===== src/rtl/mcs_pkg.sv =====
// Package mcs_pkg
// Shared constants, the encoding selector and the constant-table functions
// of the schedule controller. Assumes a fixed 11-signal, 4-step schedule.
package mcs_pkg;

    localparam int NUM_SIG    = 11;
    localparam int NUM_STEP   = 4;
    localparam int STEP_W     = $clog2(NUM_STEP);
    localparam int VT_CODE_W  = $clog2(NUM_SIG);
    localparam int GRP_FIELDS = 5;
    localparam int GRP_FW     = 2;
    localparam int VT_WORDS   = 5;

    // Reserved vertical codes that raise several signals at once
    localparam int VT_GRP_A = 12;
    localparam int VT_GRP_B = 13;
    localparam int VT_GRP_C = 14;

    typedef enum logic [1:0] {
        ENC_HORIZ = 2'd0,
        ENC_VERT  = 2'd1,
        ENC_GROUP = 2'd2
    } enc_e;

    typedef logic [NUM_SIG-1:0] act_t;

    // Bit for activation signal k (1-based); 0 yields no bit
    function automatic act_t sig_bit(input int k);
        if (k >= 1 && k <= NUM_SIG) return act_t'(1) << (k - 1);
        return '0;
    endfunction

    // Activation set of each schedule step
    function automatic act_t step_mask(input int s);
        case (s)
            0:       return sig_bit(1) | sig_bit(2) | sig_bit(6) | sig_bit(8) | sig_bit(10);
            1:       return sig_bit(3) | sig_bit(7) | sig_bit(9) | sig_bit(11);
            2:       return sig_bit(4);
            3:       return sig_bit(5);
            default: return '0;
        endcase
    endfunction

    // Store word width for each encoding
    function automatic int word_width(input enc_e m);
        case (m)
            ENC_VERT:  return VT_CODE_W + 1;
            ENC_GROUP: return GRP_FIELDS * GRP_FW;
            default:   return NUM_SIG;
        endcase
    endfunction

    // Number of store words for each encoding
    function automatic int word_count(input enc_e m);
        if (m == ENC_VERT) return VT_WORDS;
        return NUM_STEP;
    endfunction

    // Expansion of one vertical code to its activation bits
    function automatic act_t vt_expand(input logic [VT_CODE_W-1:0] c);
        int ci;
        ci = int'(c);
        if (ci >= 1 && ci <= NUM_SIG) return sig_bit(ci);
        case (ci)
            VT_GRP_A: return step_mask(0);
            VT_GRP_B: return sig_bit(3) | sig_bit(7);
            VT_GRP_C: return sig_bit(9) | sig_bit(11);
            default:  return '0;
        endcase
    endfunction

    // Vertical store content: {end_of_step, code}
    function automatic logic [VT_CODE_W:0] vt_word(input int a);
        case (a)
            0:       return {1'b1, 4'(VT_GRP_A)};
            1:       return {1'b0, 4'(VT_GRP_B)};
            2:       return {1'b1, 4'(VT_GRP_C)};
            3:       return {1'b1, 4'd4};
            4:       return {1'b1, 4'd5};
            default: return '0;
        endcase
    endfunction

    // Signal selected by code c of grouped field f (0 = none)
    function automatic int grp_member(input int f, input int c);
        case (f)
            0: case (c) 1: return 1; 2: return 3; 3: return 4; default: return 0; endcase
            1: case (c) 1: return 2; 2: return 7; 3: return 5; default: return 0; endcase
            2: case (c) 1: return 6; 2: return 9; default: return 0; endcase
            3: case (c) 1: return 8; 2: return 11; default: return 0; endcase
            4: case (c) 1: return 10; default: return 0; endcase
            default: return 0;
        endcase
    endfunction

    // Grouped store content, field f in bits [2f+1:2f]
    function automatic logic [GRP_FIELDS*GRP_FW-1:0] grp_word(input int s);
        case (s)
            0:       return 10'b01_01_01_01_01;
            1:       return 10'b00_10_10_10_10;
            2:       return 10'b00_00_00_00_11;
            3:       return 10'b00_00_00_11_00;
            default: return '0;
        endcase
    endfunction

endpackage


===== src/rtl/mcs_seq.sv =====
// Module mcs_seq
// Word counter of the controller. Start while idle loads address 0; while
// running it advances one word per clock and stops after LAST_ADDR.
// Assumes start is a level sampled on the rising edge.
module mcs_seq #(
    parameter int ADDR_W    = 2,
    parameter int LAST_ADDR = 3
) (
    input  logic              clk,
    input  logic              rst_n,
    input  logic              start,
    output logic              run,
    output logic [ADDR_W-1:0] addr,
    output logic              at_last
);

    localparam logic [ADDR_W-1:0] LAST = ADDR_W'(LAST_ADDR);

    // Final-word flag for the current cycle
    assign at_last = run && (addr == LAST);

    // Run flag and address counter
    always_ff @(posedge clk) begin
        if (!rst_n) begin
            run  <= 1'b0;
            addr <= '0;
        end else if (!run) begin
            if (start) begin
                run  <= 1'b1;
                addr <= '0;
            end
        end else if (at_last) begin
            run <= 1'b0;
        end else begin
            addr <= addr + 1'b1;
        end
    end

    AST_ADDR_BOUND: assert property (@(posedge clk) disable iff (!rst_n)
        run |-> (addr <= LAST)) else $error("address past store");
    AST_START_LOADS: assert property (@(posedge clk) disable iff (!rst_n)
        (!run && start) |=> (run && addr == '0)) else $error("start load");
    AST_IDLE_HOLD: assert property (@(posedge clk) disable iff (!rst_n)
        (!run && !start) |=> (!run && $stable(addr))) else $error("idle moved");

endmodule


===== src/rtl/mcs_store.sv =====
// Module mcs_store
// Constant control store; MODE picks which encoded table is built.
// Assumes addr never exceeds the word count of the chosen encoding.
module mcs_store
    import mcs_pkg::*;
#(
    parameter enc_e MODE   = ENC_HORIZ,
    parameter int   ADDR_W = 2,
    parameter int   WORD_W = 11
) (
    input  logic [ADDR_W-1:0] addr,
    output logic [WORD_W-1:0] word
);

    generate
        if (MODE == ENC_VERT) begin : g_vert
            // Compact code table, several words may form one step
            always_comb word = WORD_W'(vt_word(int'(addr)));
        end else if (MODE == ENC_GROUP) begin : g_group
            // Field-split table, one word per step
            always_comb word = WORD_W'(grp_word(int'(addr)));
        end else begin : g_horiz
            // Wide table, one bit per activation signal
            always_comb word = WORD_W'(step_mask(int'(addr)));
        end
    endgenerate

endmodule


===== src/rtl/mcs_decode.sv =====
// Module mcs_decode
// Turns one store word into activation bits and an end-of-step flag.
// Assumes the word comes from mcs_store built with the same MODE.
module mcs_decode
    import mcs_pkg::*;
#(
    parameter enc_e MODE   = ENC_HORIZ,
    parameter int   WORD_W = 11
) (
    input  logic [WORD_W-1:0] word,
    output act_t              mask,
    output logic              eos
);

    generate
        if (MODE == ENC_VERT) begin : g_vert
            // Code expansion; top bit marks the last word of a step
            always_comb begin
                mask = vt_expand(word[VT_CODE_W-1:0]);
                eos  = word[WORD_W-1];
            end
        end else if (MODE == ENC_GROUP) begin : g_group
            act_t part [GRP_FIELDS];
            for (genvar f = 0; f < GRP_FIELDS; f++) begin : g_field
                // Independent decode of field f
                always_comb part[f] = sig_bit(grp_member(f, int'(word[f*GRP_FW +: GRP_FW])));
            end
            // Merge of field results
            always_comb begin
                mask = '0;
                for (int f = 0; f < GRP_FIELDS; f++) mask = mask | part[f];
                eos = 1'b1;
            end
        end else begin : g_horiz
            // Direct pass-through, every word ends a step
            always_comb begin
                mask = act_t'(word);
                eos  = 1'b1;
            end
        end
    endgenerate

endmodule


===== src/rtl/mcode_sched_ctrl.sv =====
// Module mcode_sched_ctrl
// Top of the microcoded schedule controller: counter, store and decoder,
// plus the accumulator and the registered activation, step and done outputs.
// Assumes start is synchronous to clk; MODE is fixed at build time.
module mcode_sched_ctrl
    import mcs_pkg::*;
#(
    parameter enc_e MODE = ENC_HORIZ
) (
    input  logic                  clk,
    input  logic                  rst_n,
    input  logic                  start,
    output logic [NUM_SIG-1:0]    act,
    output logic [STEP_W-1:0]     step_idx,
    output logic                  done
);

    localparam int WORD_W  = word_width(MODE);
    localparam int N_WORDS = word_count(MODE);
    localparam int ADDR_W  = (N_WORDS > 1) ? $clog2(N_WORDS) : 1;

    logic              run;
    logic              at_last;
    logic [ADDR_W-1:0] addr;
    logic [WORD_W-1:0] word;
    act_t              dec_mask;
    logic              eos;
    act_t              acc;
    act_t              merged;
    logic [STEP_W-1:0] step_cnt;
    logic              tail;

    mcs_seq #(.ADDR_W(ADDR_W), .LAST_ADDR(N_WORDS - 1)) u_seq (
        .clk     (clk),
        .rst_n   (rst_n),
        .start   (start),
        .run     (run),
        .addr    (addr),
        .at_last (at_last)
    );

    mcs_store #(.MODE(MODE), .ADDR_W(ADDR_W), .WORD_W(WORD_W)) u_store (
        .addr (addr),
        .word (word)
    );

    mcs_decode #(.MODE(MODE), .WORD_W(WORD_W)) u_dec (
        .word (word),
        .mask (dec_mask),
        .eos  (eos)
    );

    // Bits gathered so far for the step in progress
    assign merged = acc | dec_mask;

    // Output registers, step accumulator and end-of-schedule handling
    always_ff @(posedge clk) begin
        if (!rst_n) begin
            act      <= '0;
            acc      <= '0;
            step_idx <= '0;
            step_cnt <= '0;
            done     <= 1'b0;
            tail     <= 1'b0;
        end else begin
            tail <= at_last;
            if (run) begin
                if (eos) begin
                    act      <= merged;
                    acc      <= '0;
                    step_idx <= step_cnt;
                    step_cnt <= step_cnt + 1'b1;
                end else begin
                    acc <= merged;
                end
            end
            if (tail) begin
                act  <= '0;
                done <= 1'b1;
            end
            if (start && !run) begin
                done     <= 1'b0;
                acc      <= '0;
                step_cnt <= '0;
            end
        end
    end

    AST_DONE_QUIET: assert property (@(posedge clk) disable iff (!rst_n)
        done |-> (act == '0)) else $error("act live while done");
    AST_MIDSTEP_HOLD: assert property (@(posedge clk) disable iff (!rst_n)
        (run && !eos) |=> $stable(act)) else $error("act moved mid-step");
    AST_TAIL_DONE: assert property (@(posedge clk) disable iff (!rst_n)
        (at_last && !start) |=> ##1 done) else $error("done missing");

endmodule


===== config.mk =====
export PLATFORM = sky130hd
export DESIGN_NAME = mcode_sched_ctrl
export DESIGN_NICKNAME = d
export VERILOG_FILES = /design/src/rtl/mcs_pkg.sv /design/src/rtl/mcs_seq.sv /design/src/rtl/mcs_store.sv /design/src/rtl/mcs_decode.sv /design/src/rtl/mcode_sched_ctrl.sv
export SDC_FILE = /design/constraint.sdc
export NUM_CORES = 1
export LEC_CHECK = 0
export ABC_CLOCK_PERIOD_IN_PS = 1700
export BUFFER_PORTS_ARGS = -buffer_cell sky130_fd_sc_hd__clkbuf_2
export CORE_MARGIN = 2
export CORE_UTILIZATION = 57
export DETAILED_ROUTE_END_ITERATION = 8
export GPL_ROUTABILITY_DRIVEN = 0
export GPL_TIMING_DRIVEN = 0
export PLACE_DENSITY_LB_ADDON = 0.2
export SLEW_MARGIN = 30
export SYNTH_ARGS = -nofsm -noshare
export SYNTH_HDL_FRONTEND = slang
export SYNTH_HIERARCHICAL = 1
export SYNTH_SLANG_ARGS = --single-unit

===== constraint.sdc =====
create_clock -name clk -period 1.7 [get_ports clk]
set_clock_uncertainty 0.15 [all_clocks]
set_input_delay 0.34 -clock clk [delete_from_list [all_inputs] [get_ports clk]]
set_output_delay 0.34 -clock clk [all_outputs]
set_load 0.01 [all_outputs]

==> results of run 1 <==
==> layer usage <==
metal	wire [um]	part of all wire [%]	vias to the layer above	GRT usage (%)
met5	0	0	-	0
met4	46	2.0	0	10.09
met3	97	4.2	5	7.759
met2	1136	49	19	36.29
met1	1044	45	458	21.98
li1	-	-	523	-
==> sequential cells by signal (all words and copies together) (netlist names) <==
| name | count |
|---|---|
| act | 11 |
| done | 1 |
| u_seq/addr | 2 |
| step_idx | 2 |
| tail | 1 |
| step_cnt | 2 |
| u_seq/run | 1 |
| acc | 11 |
==> logic make-up after synthesis <==
group | after synthesis | share of synthesized area, %
other | 1 | 0.2865
DFF | 31 | 47.42
xor gates and xnor gates | 1 | 0.6693
AOI/OAI and AO/OA | 18 | 8.126
adders and majority gates | 1 | 0.9559
and+or+nand+nor | 73 | 27.82
buffers and inverters | 25 | 14.72
==> worst paths after layout <==
path | to | slack [ns] | depth (start not counted)
hold / removal | done$_SDFFE_PP0P_ | 0.20 | 3
setup / recovery | act[8]$_SDFFE_PP0P_ | 0.25 | 5
hold reg to reg | step_idx[0]$_SDFFE_PN0P_ | 0.33 | 2
setup reg to reg | act[8]$_SDFFE_PP0P_ | 0.25 | 5
==> tightest hold or removal path: stages <==
cell,delay [ns]
clkbuf_2,0.11
nand2b_1,0.08
o211a_1,0.10
==> metrics by stage <==
step	cell area (um^2)	power, mW
3_5_place_dp	1424	0.9993
2_1_floorplan	1309	0.9493
5_1_grt	1510	1.644
6_report	1510	1.579
4_1_cts	1510	1.591
3_3_place_gp	1424	0.9920
==> layout make-up <==
type                       count  area (um^2)  share of cell area, %
sequential                    31        620.6                  41.09
multi-input combinational     94        495.5                  32.81
buffer                        25        192.7                  12.76
timing repair buffer          16        80.08                  5.302
clock buffer                   6        51.30                  3.397
clock inverter                 2        35.03                  2.320
tap                           28        35.03                  2.320
==> synth_stat cells (all sizes together) <==
master,instances
dfxtp,31
nor2,25
buf,24
nor3,22
a21oi,12
nand2,9
and2,5
nand2b,4
nor3b,3
a21boi,2
nor2b,2
o22ai,2
and2b,1
and3,1
clkbuf,1
conb,1
ha,1
nand3,1
o211a,1
o31a,1
xor2,1
==> report_power, final <==
group          internal, mW  leakage (nW)  switching (mW)
logic                 0.103         0.365          0.0997
clock network         0.347        0.0482           0.249
registers             0.759         0.253          0.0211
==> flow_summary.toml, run 1 <==
[sta]
drv_slew = 0
rsz0062_at_grt = "false"
finalWorstSetupSlack_ns = 0.2528
timing.setup.tns_ns = 0
setup_viol = 0
fin_crit_sh_pct = 85.13
hold_viol = 0
max_freq_mhz = 691.0
period_needed_ns = 1.447
worst_hold_slack_ns = 0.1985

[synthesis]
yosysWarnings = 6
syn_area_per_cell_um2 = 8.725
synth_area_leaders = "dfxtp_1, buf_4, nor3_1"
syn_area_um2 = 1309
synth-seq-cells = 31
synthCells = 150
synth.distinct_cells = 26
yosysTopAreaCell = "dfxtp_1"
ys_seq_area_share_pct = 47.42
yosysTopAreaCellShare_pct = 47.42
syn_nets = 154

[place]
pre_cts_slack_ns = 0.2612
port_buffers = 16
dp_cells = 194
dp_hpwl_um = 1607

[floorplan]
io_pins = 17
die-height_um = 51.92
die_w_um = 51.92
die_area_um2 = 2695
row_count = 17
core_um2 = 2191
start_util_pct = 59.74

[run]
maxCapViolCount = 0

[clock_network]
root_buffer = "clkbuf_4"
cts_buffers = 5
clock_path_buffers = 2
postCtsSetupBuffers = 0
cts_resized = 0
clkTransAtPathRegs_ns = 0.10
htreeDepth = 2
hold_buffers = 0
cts_sinks = 31
clock_latency_ns = 0.32
cts_tree = "yes"

[cells_and_area]
antenna_cells = 0
nNetsFinal = 177
fin_cells = 202
fillers = 178
layout_commonest_cell = "dfxtp_1"
syn_to_final_growth_pct = 15.39
finish.utilization_pct = 68.93
drive_above_1_share_pct = 31.03
final_cell_mix = "dfxtp_1, nor2_1, nor3_1"

[worst_hold_path]
min_from = "start"
holdCritPathClass = "primary input to flip-flop"

[drt]
drt-vias-per-instance = 4.975
dr.pass1.iters = 4
drc = 0
postRouteAntennaNets = 0
drt_first_iter_violations = 13
wl_per_cell_um = 11.51
dr_total_vias = 1005
wirelength_um = 2325

[worst_setup_path]
crit_buf_inv = 2
arrival_ns = 1.52
end_kind = "flip-flop"
startpoint_type = "flip-flop"
path_class = "flip-flop to flip-flop"
r2r-start = "u_seq/addr[1]$_SDFFE_PN0P_"
crit_path_cell_trace = "and2b_2, buf_4, buf_4, nor3_1, nor3_1"
startpoint = "u_seq/addr[1]$_SDFFE_PN0P_"
critical-path-slowest-cell = "dfxtp_1"
cp_max_fo = 6
cp_top_family = "simple AND/OR/NAND/NOR gates"
critPathRequiredTime_ns = 1.77
cp_slowest_stage_delay_ns = 0.42

[grt]
grt_max_degree = 14
grt_antenna_before_repair = 0
grt_pass1_wl_um = 3946
grt_overflow = 0
grt.total_usage_pct = 20.88
first_global_vias = 954

[power_and_ir_drop]
p_per_area_nw_per_um2 = 1046
p_leak_nw = 0.6665
peakVddDrop_uv = 753.9

[run_status]
status = "completed"
Power figures use the tool's default switching activity.
==> run 2, diff against run 1 <==
--- a/config.mk
+++ b/config.mk
@@ -5,7 +5,7 @@
 export SDC_FILE = /design/constraint.sdc
 export NUM_CORES = 1
 export LEC_CHECK = 0
-export ABC_CLOCK_PERIOD_IN_PS = 1700
+export ABC_CLOCK_PERIOD_IN_PS = 1550
 export BUFFER_PORTS_ARGS = -buffer_cell sky130_fd_sc_hd__clkbuf_2
 export CORE_MARGIN = 2
 export CORE_UTILIZATION = 57
==> constraint.sdc (replaced) <==
create_clock -name clk -period 1.55 [get_ports clk]
set_clock_uncertainty 0.15 [all_clocks]
set_input_delay 0.31 -clock clk [delete_from_list [all_inputs] [get_ports clk]]
set_output_delay 0.31 -clock clk [all_outputs]
set_load 0.01 [all_outputs]
==> flow_summary.toml, run 2 (synthesized netlist as in run 1, its figures left out) <==
[worst_setup_path]
path_class = "flip-flop to flip-flop"
critPathRequiredTime_ns = 1.62
startpoint_type = "flip-flop"
end_kind = "flip-flop"
arrival_ns = 1.46
cp_max_fo = 6

[drt]
drt_first_iter_violations = 13
dr.pass1.iters = 4
dr_total_vias = 999
drc = 0
wl_per_cell_um = 11.56
wirelength_um = 2335
drt-vias-per-instance = 4.946
postRouteAntennaNets = 0

[sta]
timing.setup.tns_ns = 0
hold_viol = 0
rsz0062_at_grt = "false"
setup_viol = 0
drv_slew = 0
period_needed_ns = 1.389
fin_crit_sh_pct = 89.59
worst_hold_slack_ns = 0.1685
max_freq_mhz = 720.1

[cells_and_area]
finish.utilization_pct = 68.99
nNetsFinal = 177
layout_commonest_cell = "dfxtp_1"
fillers = 178
drive_above_1_share_pct = 31.61
syn_to_final_growth_pct = 15.49
fin_cells = 202
antenna_cells = 0
reg_top3 = "acc: 11 flops, act: 11 flops"
multi_input_area_um2 = 495.5
final_cell_mix = "dfxtp_1, nor2_1, nor3_1"
seq_area_um2 = 621.8

[clock_network]
clock_path_buffers = 2
cts_buffers = 5
root_buffer = "clkbuf_4"
clkTransAtPathRegs_ns = 0.10
clock_latency_ns = 0.32
cts_sinks = 31
htreeDepth = 2
cts_tree = "yes"

[floorplan]
die-height_um = 51.92
die_area_um2 = 2695
die_w_um = 51.92
start_util_pct = 59.74
core_um2 = 2191
io_pins = 17
row_count = 17

[grt]
grt_overflow = 0
grt_max_degree = 14
first_global_vias = 954
grt_pass1_wl_um = 3946
grt_antenna_before_repair = 0
grt.total_usage_pct = 20.88

[run]
maxCapViolCount = 0

[worst_hold_path]
holdCritPathClass = "primary input to flip-flop"

[run_status]
status = "completed"

[power_and_ir_drop]
p_leak_nw = 0.6670
p_per_area_nw_per_um2 = 1145
p_total_mw = 1.731
peakVddDrop_uv = 798.4

[place]
dp_cells = 194
port_buffers = 16
dp_hpwl_um = 1607
[run 2: cell types whose count changed in the layout (fill, tap and decap cells not counted)]
cell	delta
dfxtp_2	+1
dfxtp_1	-1
[run 2: critical path, stage by stage, from the launching register on]
cell,delay (ns)
dfxtp_2,0.38
and2b_2,0.26
buf_4,0.13
buf_4,0.12
nor3_1,0.17
nor3_1,0.06
[run 2: path summary, 6_finish.rpt]
| kind | start | to | slack [ns] | cells after the start |
|---|---|---|---|---|
| min reg2reg | step_idx[0]$_SDFFE_PN0P_ | step_idx[0]$_SDFFE_PN0P_ | 0.33 | 2 |
| min | start | done$_SDFFE_PP0P_ | 0.17 | 3 |
| max | u_seq/addr[1]$_SDFFE_PN0P_ | act[8]$_SDFFE_PP0P_ | 0.16 | 5 |
| max reg2reg | u_seq/addr[1]$_SDFFE_PN0P_ | act[8]$_SDFFE_PP0P_ | 0.16 | 5 |
[run 2: repair_timing]
item	4_1_cts	5_1_grt
buffers inserted	0	0
hold buffers	0	0
endpoints found under the hold margin	0	0
gates resized for setup	0	1
setup endpoints to repair	0	1
[run 2: cell type report]
class | count | area share, %
plain buffers | 25 | 12.75
clock buffers | 6 | 3.394
clock inverters | 2 | 2.318
multi-input cells | 94 | 32.78
flip-flops and latches | 31 | 41.14
well taps | 28 | 2.318
repair buffers | 16 | 5.298
[run 2: stage by stage]
step	instance area, um^2	setup slack (ns)
after floorplan	1309	0.2385
after CTS	1510	0.09349
after global routing	1511	0.01428
final	1511	0.1614
after detailed placement	1424	0.1112
after global placement	1424	0.1603
[run 2: layer usage]
layer  GRT usage (%)  up-vias  wire, um
li1                -      523         -
met1           21.98      452      1044
met2           36.29       19      1146
met3           7.759        5        97
met4           10.09        0        46
met5               0        -         0
[run 2: report_power, final]
part           total, mW  switching (mW)  internal (mW)
Combinational      0.223           0.109          0.114
Clock              0.652           0.271          0.381
Sequential         0.855          0.0231          0.832
==> run 3, diff against run 2 <==
--- a/config.mk
+++ b/config.mk
@@ -5,7 +5,7 @@
 export SDC_FILE = /design/constraint.sdc
 export NUM_CORES = 1
 export LEC_CHECK = 0
-export ABC_CLOCK_PERIOD_IN_PS = 1550
+export ABC_CLOCK_PERIOD_IN_PS = 1370
 export BUFFER_PORTS_ARGS = -buffer_cell sky130_fd_sc_hd__clkbuf_2
 export CORE_MARGIN = 2
 export CORE_UTILIZATION = 57
==> constraint.sdc (replaced) <==
create_clock -name clk -period 1.37 [get_ports clk]
set_clock_uncertainty 0.15 [all_clocks]
set_input_delay 0.274 -clock clk [delete_from_list [all_inputs] [get_ports clk]]
set_output_delay 0.274 -clock clk [all_outputs]
set_load 0.01 [all_outputs]
==> flow_summary.toml, run 3 (synthesized netlist as in run 1, its figures left out) <==
[run_status]
status = "completed"

[worst_hold_path]
holdCritPathClass = "primary input to flip-flop"

[power_and_ir_drop]
p_sw_mw = 0.4621
combPwrFrac_pct = 13.5
p_leak_nw = 0.6809
power_frac_seq_pct = 49.2
p_per_area_nw_per_um2 = 1257
clock_power_share_pct = 37.3
swShare_pct = 23.46
power.internal_mw = 1.507
peakVddDrop_uv = 904.4

[floorplan]
core_um2 = 2191
start_util_pct = 59.74
io_pins = 17
die-height_um = 51.92
die_area_um2 = 2695
row_count = 17
die_w_um = 51.92

[worst_setup_path]
arrival_ns = 1.41
cp_max_fo = 4
end_kind = "flip-flop"
startpoint_type = "flip-flop"
path_class = "flip-flop to flip-flop"
critPathRequiredTime_ns = 1.44

[grt]
grt_pass1_wl_um = 3981
grt_antenna_before_repair = 0
first_global_vias = 951
grt.total_usage_pct = 21.18
grt_max_degree = 14
grt_overflow = 0

[sta]
worst_hold_slack_ns = 0.1328
timing.setup.tns_ns = 0
drv_slew = 0
setup_viol = 0
fin_crit_sh_pct = 97.75
max_freq_mhz = 746.7
period_needed_ns = 1.339
hold_viol = 0
rsz0062_at_grt = "true"

[clock_network]
cts_sinks = 31
hold_buffers = 0
htreeDepth = 2
clock_latency_ns = 0.32
root_buffer = "clkbuf_4"
clkTransAtPathRegs_ns = 0.10
cts_tree = "yes"
cts_buffers = 5
clock_path_buffers = 2

[drt]
drt_first_iter_violations = 9
drc = 0
postRouteAntennaNets = 0
dr_total_vias = 1002
drt-vias-per-instance = 4.936
wl_per_cell_um = 11.75
wirelength_um = 2385
dr.pass1.iters = 4

[place]
place_area_um2 = 1424
dp_hpwl_um = 1607
port_buffers = 16
dp_cells = 194

[cells_and_area]
final_cell_mix = "dfxtp_1, nor2_1, buf_4"
layout_commonest_cell = "dfxtp_1"
drive_above_1_share_pct = 37.71
stdcell_area_um2 = 1567
syn_to_final_growth_pct = 19.69
antenna_cells = 0
nNetsFinal = 178
fin_cells = 203
reg_top3 = "acc: 11 flops, act: 11 flops"

[run]
maxCapViolCount = 0
[run 3: cell types whose count changed in the layout (fill, tap and decap cells not counted), sizes merged]
cell  change
buf       +1
[run 3: worst max-delay path: stages, from the launching register on]
cell     delay, ns
dfxtp_4       0.36
and2b_2       0.25
buf_4         0.13
buf_4         0.14
nor3_4        0.16
nor3_2        0.05
[run 3: worst paths after layout]
check | start | to | slack (ns) | cells past startpoint
max | u_seq/addr[1]$_SDFFE_PN0P_ | act[8]$_SDFFE_PP0P_ | 0.03 | 5
min | start | done$_SDFFE_PP0P_ | 0.13 | 3
max reg2reg | u_seq/addr[1]$_SDFFE_PN0P_ | act[8]$_SDFFE_PP0P_ | 0.03 | 5
min reg2reg | step_idx[0]$_SDFFE_PN0P_ | step_idx[0]$_SDFFE_PN0P_ | 0.33 | 2
[run 3: repair_timing]
item / 4_1_cts / 5_1_grt
gates resized for setup: 3 / 12
setup endpoints to repair: 6 / 21
buffers inserted: 1 / 0
pin swaps: 0 / 2
[run 3: layout make-up]
class | count | area, um^2
flip-flops and latches | 31 | 626.9
fillers | 167 | 624.3
multi-input cells | 94 | 533.0
plain buffers | 25 | 197.7
repair buffers | 17 | 87.58
clock buffers | 6 | 51.30
clock inverters | 2 | 35.03
well taps | 28 | 35.03
[run 3: power by group through the flow]
stage	combinational [mW]	clock, mW	sequential, mW
after detailed placement	0.252	0	0.988
after CTS	0.256	0.753	0.967
after floorplan	0.184	0	0.994
after global placement	0.246	0	0.985
final	0.266	0.735	0.968
after global routing	0.297	0.788	0.973
[run 3: stage by stage]
| step | utilization (%) | setup WS (ns) | power, mW |
|---|---|---|---|
| final | 71.50 | 0.03076 | 1.969 |
| after detailed placement | 64.99 | -0.06878 | 1.240 |
| after global routing | 71.50 | -0.02981 | 2.058 |
| after floorplan | - | 0.05851 | 1.178 |
| after global placement | 64.99 | -0.01973 | 1.231 |
| after CTS | 69.50 | 0.001525 | 1.976 |
[run 3: routing by layer]
metal / GRT usage, % / wire, um / up-vias
met4: 10.09 / 48 / 0
met5: 0 / 0 / -
met1: 22.53 / 1033 / 452
met3: 7.759 / 113 / 5
met2: 36.71 / 1190 / 19
li1: - / - / 526
